File: config.mk
export PLATFORM = sky130hd
export DESIGN_NAME = pgdec_ctrl
export DESIGN_NICKNAME = d
export VERILOG_FILES = /design/src/rtl/pgdec_pkg.sv /design/src/rtl/pgdec_regs.sv /design/src/rtl/pgdec_phase.sv /design/src/rtl/pgdec_frame.sv /design/src/rtl/pgdec_eoa.sv /design/src/rtl/pgdec_ctrl.sv
export SDC_FILE = /design/constraint.sdc
export NUM_CORES = 1
export LEC_CHECK = 0
export ABC_CLOCK_PERIOD_IN_PS = 1100
export BUFFER_PORTS_ARGS = -buffer_cell sky130_fd_sc_hd__buf_2
export CAP_MARGIN = 40
export CORE_ASPECT_RATIO = 0.8
export CORE_MARGIN = 8
export CORE_UTILIZATION = 40
export DETAILED_ROUTE_END_ITERATION = 16
export HOLD_SLACK_MARGIN = 0.1
export PLACE_DENSITY = 0.73
export SETUP_SLACK_MARGIN = 0.3
export SKIP_LAST_GASP = 1
export SYNTH_ARGS = -nofsm -noshare
export SYNTH_HDL_FRONTEND = slang
export SYNTH_SLANG_ARGS = --single-unit
File: constraint.sdc
create_clock -name clk -period 1.1 [get_ports clk]
set_input_delay 0 -clock clk [delete_from_list [all_inputs] [get_ports clk]]
set_output_delay 0 -clock clk [all_outputs]
set_load 0.1 [all_outputs]
File: src/rtl/pgdec_pkg.sv
package pgdec_pkg;
  typedef enum logic [1:0] {
    RATE_1600  = 2'd0,
    RATE_3200  = 2'd1,
    RATE_6400  = 2'd2,
    RATE_6400X = 2'd3
  } rate_e;

  // Upper control fields of the write word, above the force-frame bits
  typedef struct packed {
    logic       tclr;
    logic       eoa_en;
    logic [1:0] psel;
    logic       single;
    logic       run;
  } ctl_t;

  localparam int CTL_W   = $bits(ctl_t);
  localparam int PHASE_N = 4;
endpackage

File: src/rtl/pgdec_regs.sv
module pgdec_regs
  import pgdec_pkg::*;
#(
  parameter int NUM_FORCE = 8,
  localparam int WORD_W = NUM_FORCE + CTL_W
) (
  input  logic                 clk,
  input  logic                 rst_n,
  input  logic                 wr_en,
  input  logic [WORD_W-1:0]    wr_data,
  input  logic                 blk0,
  output logic [NUM_FORCE-1:0] force_q,
  output logic                 run_q,
  output logic                 single_act,
  output logic [1:0]           psel_act,
  output logic                 eoa_en_q,
  output logic                 tclr_q
);
  ctl_t       wctl;
  logic       single_pend;
  logic [1:0] psel_pend;

  assign wctl = ctl_t'(wr_data[WORD_W-1:NUM_FORCE]);

  always_ff @(posedge clk) begin
    if (!rst_n) begin
      force_q     <= '0;
      run_q       <= 1'b0;
      eoa_en_q    <= 1'b0;
      tclr_q      <= 1'b0;
      single_pend <= 1'b0;
      psel_pend   <= '0;
      single_act  <= 1'b0;
      psel_act    <= '0;
    end else begin
      tclr_q <= wr_en & wctl.tclr;
      if (wr_en) begin
        force_q     <= wr_data[NUM_FORCE-1:0];
        run_q       <= wctl.run;
        eoa_en_q    <= wctl.eoa_en;
        single_pend <= wctl.single;
        psel_pend   <= wctl.psel;
      end
      if (wr_en && !run_q) begin
        single_act <= wctl.single;
        psel_act   <= wctl.psel;
      end else if (blk0) begin
        single_act <= single_pend;
        psel_act   <= psel_pend;
      end
    end
  end

  AST_PHASE_HELD: assert property (@(posedge clk) disable iff (!rst_n)
    (run_q && !blk0) |=> ($stable(single_act) && $stable(psel_act)));
  AST_TCLR_FROM_WRITE: assert property (@(posedge clk) disable iff (!rst_n)
    tclr_q |-> $past(wr_en));
endmodule

File: src/rtl/pgdec_phase.sv
module pgdec_phase
  import pgdec_pkg::*;
(
  input  logic               clk,
  input  logic               rst_n,
  input  logic               single,
  input  logic [1:0]         psel,
  input  logic [1:0]         rate,
  output logic [PHASE_N-1:0] phase_en
);
  logic [1:0] idx;

  always_comb begin
    unique case (rate_e'(rate))
      RATE_1600: idx = 2'd0;
      RATE_3200: idx = {psel[1], 1'b0};
      default:   idx = psel;
    endcase
  end

  always_comb begin
    if (!single) phase_en = '1;
    else         phase_en = PHASE_N'(1) << idx;
  end

  AST_SINGLE_ONEHOT: assert property (@(posedge clk) disable iff (!rst_n)
    single |-> ($countones(phase_en) == 1));
  AST_SLOW_RATE_A: assert property (@(posedge clk) disable iff (!rst_n)
    (single && rate == 2'd0) |-> phase_en[0]);
  AST_MID_RATE_NO_BD: assert property (@(posedge clk) disable iff (!rst_n)
    (rate == 2'd1) |-> (phase_en[0] || phase_en[2]));
endmodule

File: src/rtl/pgdec_frame.sv
module pgdec_frame #(
  parameter int NUM_FORCE = 8,
  parameter int FRAME_W   = 7,
  localparam int IDX_W = $clog2(NUM_FORCE)
) (
  input  logic                 clk,
  input  logic                 rst_n,
  input  logic [FRAME_W-1:0]   frame_num,
  input  logic                 collapse_match,
  input  logic [NUM_FORCE-1:0] force_bits,
  output logic                 frame_en
);
  logic in_range;
  logic forced;

  assign in_range = frame_num < FRAME_W'(NUM_FORCE);
  assign forced   = in_range && force_bits[frame_num[IDX_W-1:0]];
  assign frame_en = collapse_match | forced;

  AST_COLLAPSE_PASSES: assert property (@(posedge clk) disable iff (!rst_n)
    collapse_match |-> frame_en);
  AST_HIGH_FRAME_ONLY_COLLAPSE: assert property (@(posedge clk) disable iff (!rst_n)
    (!in_range && !collapse_match) |-> !frame_en);
endmodule

File: src/rtl/pgdec_eoa.sv
module pgdec_eoa (
  input  logic clk,
  input  logic rst_n,
  input  logic eoa_en,
  input  logic frame_start,
  input  logic addr_hit,
  input  logic last_addr,
  input  logic stat_rd,
  output logic eoa_flag
);
  logic hit_q;

  always_ff @(posedge clk) begin
    if (!rst_n) begin
      hit_q    <= 1'b0;
      eoa_flag <= 1'b0;
    end else begin
      if (frame_start)   hit_q <= addr_hit;
      else if (addr_hit) hit_q <= 1'b1;
      if (last_addr && eoa_en && (hit_q || addr_hit)) eoa_flag <= 1'b1;
      else if (stat_rd)                               eoa_flag <= 1'b0;
    end
  end

  AST_FLAG_NEEDS_ENABLE: assert property (@(posedge clk) disable iff (!rst_n)
    $rose(eoa_flag) |-> $past(eoa_en && last_addr));
  AST_READ_CLEARS: assert property (@(posedge clk) disable iff (!rst_n)
    (stat_rd && !last_addr) |=> !eoa_flag);
endmodule

File: src/rtl/pgdec_ctrl.sv
module pgdec_ctrl
  import pgdec_pkg::*;
#(
  parameter int NUM_FORCE = 8,
  parameter int FRAME_W   = 7,
  localparam int WORD_W = NUM_FORCE + CTL_W
) (
  input  logic               clk,
  input  logic               rst_n,
  input  logic               wr_en,
  input  logic [WORD_W-1:0]  wr_data,
  input  logic               stat_rd,
  input  logic [FRAME_W-1:0] frame_num,
  input  logic               frame_start,
  input  logic               blk0,
  input  logic [1:0]         rate,
  input  logic               collapse_match,
  input  logic               addr_hit,
  input  logic               last_addr,
  output logic               frame_en,
  output logic [PHASE_N-1:0] phase_en,
  output logic               eoa_flag,
  output logic               tmr_clr,
  output logic               dec_on
);
  logic [NUM_FORCE-1:0] force_q;
  logic                 single_act;
  logic [1:0]           psel_act;
  logic                 eoa_en_q;

  pgdec_regs #(.NUM_FORCE(NUM_FORCE)) u_regs (
    .clk(clk), .rst_n(rst_n), .wr_en(wr_en), .wr_data(wr_data), .blk0(blk0),
    .force_q(force_q), .run_q(dec_on), .single_act(single_act),
    .psel_act(psel_act), .eoa_en_q(eoa_en_q), .tclr_q(tmr_clr)
  );

  pgdec_frame #(.NUM_FORCE(NUM_FORCE), .FRAME_W(FRAME_W)) u_frame (
    .clk(clk), .rst_n(rst_n), .frame_num(frame_num),
    .collapse_match(collapse_match), .force_bits(force_q), .frame_en(frame_en)
  );

  pgdec_phase u_phase (
    .clk(clk), .rst_n(rst_n), .single(single_act), .psel(psel_act),
    .rate(rate), .phase_en(phase_en)
  );

  pgdec_eoa u_eoa (
    .clk(clk), .rst_n(rst_n), .eoa_en(eoa_en_q), .frame_start(frame_start),
    .addr_hit(addr_hit), .last_addr(last_addr), .stat_rd(stat_rd),
    .eoa_flag(eoa_flag)
  );

  AST_ALL_PHASES: assert property (@(posedge clk) disable iff (!rst_n)
    !single_act |-> (phase_en == '1));
endmodule

# Word level (Yosys, flattened, before mapping)
# Cells that the tools add are included.
[word_totals]
elab_cells = 38
out_inout_bits = 8
regBits = 19
inputBits = 32
[op_classes]
shift = 1
n_mux = 12
reduce_logical = 10
n_bitwise = 2
eq_ne = 1
order_cmp = 2
[op_table]
columns = ["op", "count"]
rows = [
  ["$lt 7x4->1 const B", 1],
  ["$mux 1", 7],
  ["$reduce_bool 2->1", 3],
  ["$logic_and 1x1->1", 4],
  ["$lt 3x4->1 const B", 1],
  ["$mux 2", 2],
  ["$mux 4", 1],
  ["$pmux 2 s2", 1],
  ["$shl 1x2->4 const A", 1],
  ["$bmux 1 s3", 1],
  ["$eq 2x1->1 const B", 1],
  ["$logic_not 2->1", 1],
  ["$and 1x1->1", 1],
  ["$logic_not 1->1", 1],
  ["$logic_or 1x1->1", 1],
  ["$or 1x1->1", 1],
]

# Longest topological paths before layout
[depth]
depth_word = 4
ltp_mapped = 5
depth_no_buf = 3

# Modules after synthesis
# Synthesis repeated with hierarchy kept, for this count alone.
[unflattened]
cells_unflattened = 81
hier_area_um2 = 839.6
[by_module_without_submodules]
columns = ["module", "instances", "seq_area_each_um2", "cells_each", "area_per_inst_um2"]
rows = [
  ["pgdec_regs", 1, 340.3, 58, 641.9],
  ["pgdec_frame", 1, 0.0, 8, 77.6],
  ["pgdec_eoa", 1, 40.0, 7, 75.1],
  ["pgdec_phase", 1, 0.0, 8, 45.0],
]

# Worst setup path after synthesis
# Ideal clock, no wire load.
[synth_timing]
kind = "flip-flop to output port"
start = "reg u_regs.psel_act[0]"
end = "out phase_en[1]"
path_stages_with_launch = 3
t_arrival_ns = 2.516
setup_slack_ns = -1.416
path_buffers = 0
path_cell_list = "dfxtp_1 nand2_1 o21ai_0"
[synth_between]
elab_chain_len = 3
[synth_rtl]
columns = ["item", "line_no", "rtl"]
rows = [
  ["from (decl)", "pgdec_regs.sv:15", "output logic [1:0] psel_act,"],
  ["from (signal assigned)", "pgdec_regs.sv:46", "psel_act <= wctl.psel;"],
  ["from (signal assigned)", "pgdec_regs.sv:49", "psel_act <= psel_pend;"],
  ["$pmux 2 s2", "pgdec_phase.sv:14", "unique case (rate_e'(rate))"],
  ["$shl 1x2->4", "pgdec_phase.sv:23", "else phase_en = PHASE_N'(1) << idx;"],
  ["$mux 4", "pgdec_phase.sv:22", "if (!single) phase_en = '1;"],
  ["to (decl)", "pgdec_ctrl.sv:21", "output logic [PHASE_N-1:0] phase_en,"],
]
# Every way passes these cells.

# Final worst setup path
[layout_timing]
start = "reg u_regs.force_q[4]"
end = "out frame_en"
[layout_between]
elab_chain_len = 4
[layout_rtl]
columns = ["item", "line_no", "rtl"]
rows = [
  ["from (decl)", "pgdec_regs.sv:12", "output logic [NUM_FORCE-1:0] force_q,"],
  ["from (signal assigned)", "pgdec_regs.sv:38", "force_q <= wr_data[NUM_FORCE-1:0];"],
  ["$bmux 1 s3", "pgdec_frame.sv:17", "assign forced = in_range && force_bits[frame_num[IDX_W-1:0]];"],
  ["$mux 1 (not written as such)", "pgdec_frame.sv:17", ""],
  ["$logic_and 1x1->1", "pgdec_frame.sv:17", ""],
  ["$or 1x1->1", "pgdec_frame.sv:18", "assign frame_en = collapse_match | forced;"],
  ["to (decl)", "pgdec_ctrl.sv:20", "output logic frame_en,"],
]
# Every way passes these cells. The select of a mux whose other input is x is not followed.

==> reports/metrics.cfg <==
[status]
status = finished with violations
violations = setup timing

[timing]
setup_violations = 4
fmax_mhz = 580
min_period_ns = 1.72
whs_ns = 0.107
worst_slack_ns = -0.624
rsz0062_at_grt = true
post-route-period-util = 1.57
slew_headroom = 0.790
hold_viol_final = 0
worst_slew_pin_slew_ns = 0.312
slew_viol_final = 0
finClkSkew_ns = 0.0108

[logic_synthesis]
synth.cell_area_sq_um = 853
yosysUniqueCellTypes = 19
yosysSeqAreaShare = 0.446
avgSynthCellArea_sq_um = 10.3
synth_seq_cells = 19
yosysWarningCount = 0
syn_inst = 83
synth_fp_nets = 115

[run]
max-cap-violations = 0

[cts]
clock_latency_ns = 0.32
cts_tree = yes
ctsLongestPathBuffers = 2
cts_num_sinks = 19
htree_levels = 1
cts_buffers = 3
clkTransAtPathRegs_ns = 0.12
cts-root-buf = clkbuf_4

[placement]
port_buffers = 39
place_ws_ns = -0.351
gp_congestion = 0.730
placed_cell_area_sq_um = 1210
placedCellCount = 147
dp_hpwl_mm = 1.65

[critical_path]
timing.critical_path.buf_inv = 1
cp_slowest_cell = mux4_2
r2r_slack_ns = 0.25
rr_worst_depth = 4
crit_required_ns = 1.10
reg2reg_to = u_regs.single_act
cp_top_family = multiplexers
worstSetupStartpointType = flip-flop
slowest_delay_ns = 0.44
cp.arrival_ns = 1.72
cp-end-kind = output pin
timing.rr.start = u_regs.single_act
path_cells = mux4_2, or2_1, a41o_4, buf_12
critPathKind = reg2out
crit_path_max_fanout = 2

[drt]
wl_per_cell_um = 14.9
wl_mm = 2.54
dr_total_vias = 835
first_iter_violations = 12
route.detailed.drc = 0
via_per_inst = 4.88
firstDrtPassIters = 4
antenna_left = 0

[cells_and_area]
diodes = 0
fin_cells = 171
area_delta_synth_final_pct = 82.7
drive_gt1_frac = 0.459
post-route-cell-area_sq_um = 1560
nNetsFinal = 179

[floorplanning]
initial_core_util = 0.410
pin_count = 40
core_area_sq_um = 2080
die_w_um = 67.6
die_h_um = 57.3
die_area_sq_um = 3880
placementRows = 15

[hold_path]
hp-class = in2reg
hold_path_depth = 4
holdPathEnd = u_regs.psel_act[1]
hp-start = blk0

[power]
power_density_nw_per_um2 = 1070
power.leakage_nw = 0.730
ir_drop_uv = 916

[grt]
grt_max_degree = 20
grt_overflow_total = 0
grt_usage = 0.141
grt_pass1_vias = 894
grt_pass1_wl_mm = 4.12
antenna_found_initial = 0

==> where the power goes <==
group          internal (mW)  switching, mW
clock network          0.139          0.236
registers              0.728         0.0353
logic                  0.257          0.267
==> metrics by stage <==
stage               setup TNS [ns]  utilization  total power, mW
CTS                         -0.772        0.734             1.66
detailed placement          -0.351        0.583             1.19
global placement            -0.339        0.583             1.18
floorplan                   -0.299            -             1.03
finish                      -0.707        0.748             1.66
global route                -0.931        0.748             1.74
==> layout by cell type, fill, tap and decap left out, drive strengths merged <==
cell type,count
o21a,1
buf,43
o211a,3
nor4,1
dlygate4sd3,19
nand3b,1
o211ai,1
o21ai,3
a21boi,1
dfxtp,19
mux4,1
and3,1
clkbuf,3
or2,1
nand3,2
nand2b,2
nor2b,16
a41o,1
clkinvlp,1
mux2i,18
nand2,8
==> worst register-to-register path, cell delays in order (launching register included) <==
cell and delay (ns):
dfxtp_1 0.32, buf_6 0.14, mux2i_1 0.12, nand2_1 0.07, o211a_1 0.11
==> state kept, by name, summed over array words and instances (netlist names) <==
| name | cells |
|---|---|
| u_regs.eoa_en_q | 1 |
| u_regs.single_act | 1 |
| u_regs.run_q | 1 |
| u_regs.psel_pend | 2 |
| u_regs.force_q | 8 |
| u_regs.single_pend | 1 |
| u_regs.tclr_q | 1 |
| u_eoa.eoa_flag | 1 |
| u_eoa.hit_q | 1 |
| u_regs.psel_act | 2 |
==> cell type report <==
cell class | instances | area (sq um)
flip-flops and latches | 19 | 399
clock buffers | 3 | 22.5
multi-input cells | 61 | 544
well taps | 25 | 31.3
repair buffers | 62 | 554
fillers | 140 | 524
clock inverters | 1 | 7.51
==> cell usage after synthesis <==
| master | n | area share |
|---|---|---|
| o21a_1 | 1 | 0.0088 |
| and3_1 | 1 | 0.0073 |
| buf_2 | 2 | 0.012 |
| or2_1 | 1 | 0.0073 |
| nand3b_1 | 1 | 0.0088 |
| nand2_1 | 8 | 0.035 |
| a21boi_0 | 1 | 0.0088 |
| a41o_1 | 1 | 0.012 |
| o21ai_0 | 3 | 0.018 |
| nand3_1 | 2 | 0.012 |
| dfxtp_1 | 19 | 0.45 |
| clkbuf_1 | 1 | 0.0044 |
| mux2i_1 | 18 | 0.21 |
| mux4_2 | 1 | 0.026 |
| nand2b_1 | 2 | 0.015 |
| o211a_1 | 3 | 0.035 |
| o211ai_1 | 1 | 0.0088 |
| nor2b_1 | 16 | 0.12 |
| nor4_1 | 1 | 0.0073 |
==> worst max-delay path by stage <==
stage	start	to	slack [ns]	cells after the start
6_report	u_regs.force_q[4]	frame_en	-0.62	4
4_1_cts	u_regs.force_q[5]	frame_en	-0.61	4
2_1_floorplan	u_regs.force_q[5]	frame_en	-0.16	3
5_1_grt	u_regs.force_q[4]	frame_en	-0.68	4
3_5_place_dp	u_regs.force_q[1]	frame_en	-0.35	4
3_3_place_gp	u_regs.force_q[5]	frame_en	-0.34	4
==> repair_timing <==
| item | 4_1_cts | 5_1_grt |
|---|---|---|
| endpoints found under the setup margin | 11 | 13 |
| endpoints found under the hold margin | 19 | 0 |
| hold buffers | 19 | 0 |
| resized for setup | 25 | 10 |
| buffers inserted | 1 | 0 |
| pin swaps | 4 | 2 |
==> kinds of logic after synthesis <==
| kind of cell | after synthesis | share of synthesized area |
|---|---|---|
| AOI/OAI and AO/OA | 10 | 0.0909 |
| buffers and inverters | 3 | 0.0161 |
| DFF | 19 | 0.446 |
| muxes | 19 | 0.238 |
| and+or+nand+nor | 32 | 0.210 |
==> per-layer routing <==
metal,up-vias,track usage,wire length [um]
li1,417,-,-
met1,392,0.150,1010
met2,20,0.231,1320
met3,6,0.0566,145
met4,0,0.0714,58
met5,-,0,0
No activity file was read; power rests on OpenSTA's default activity.
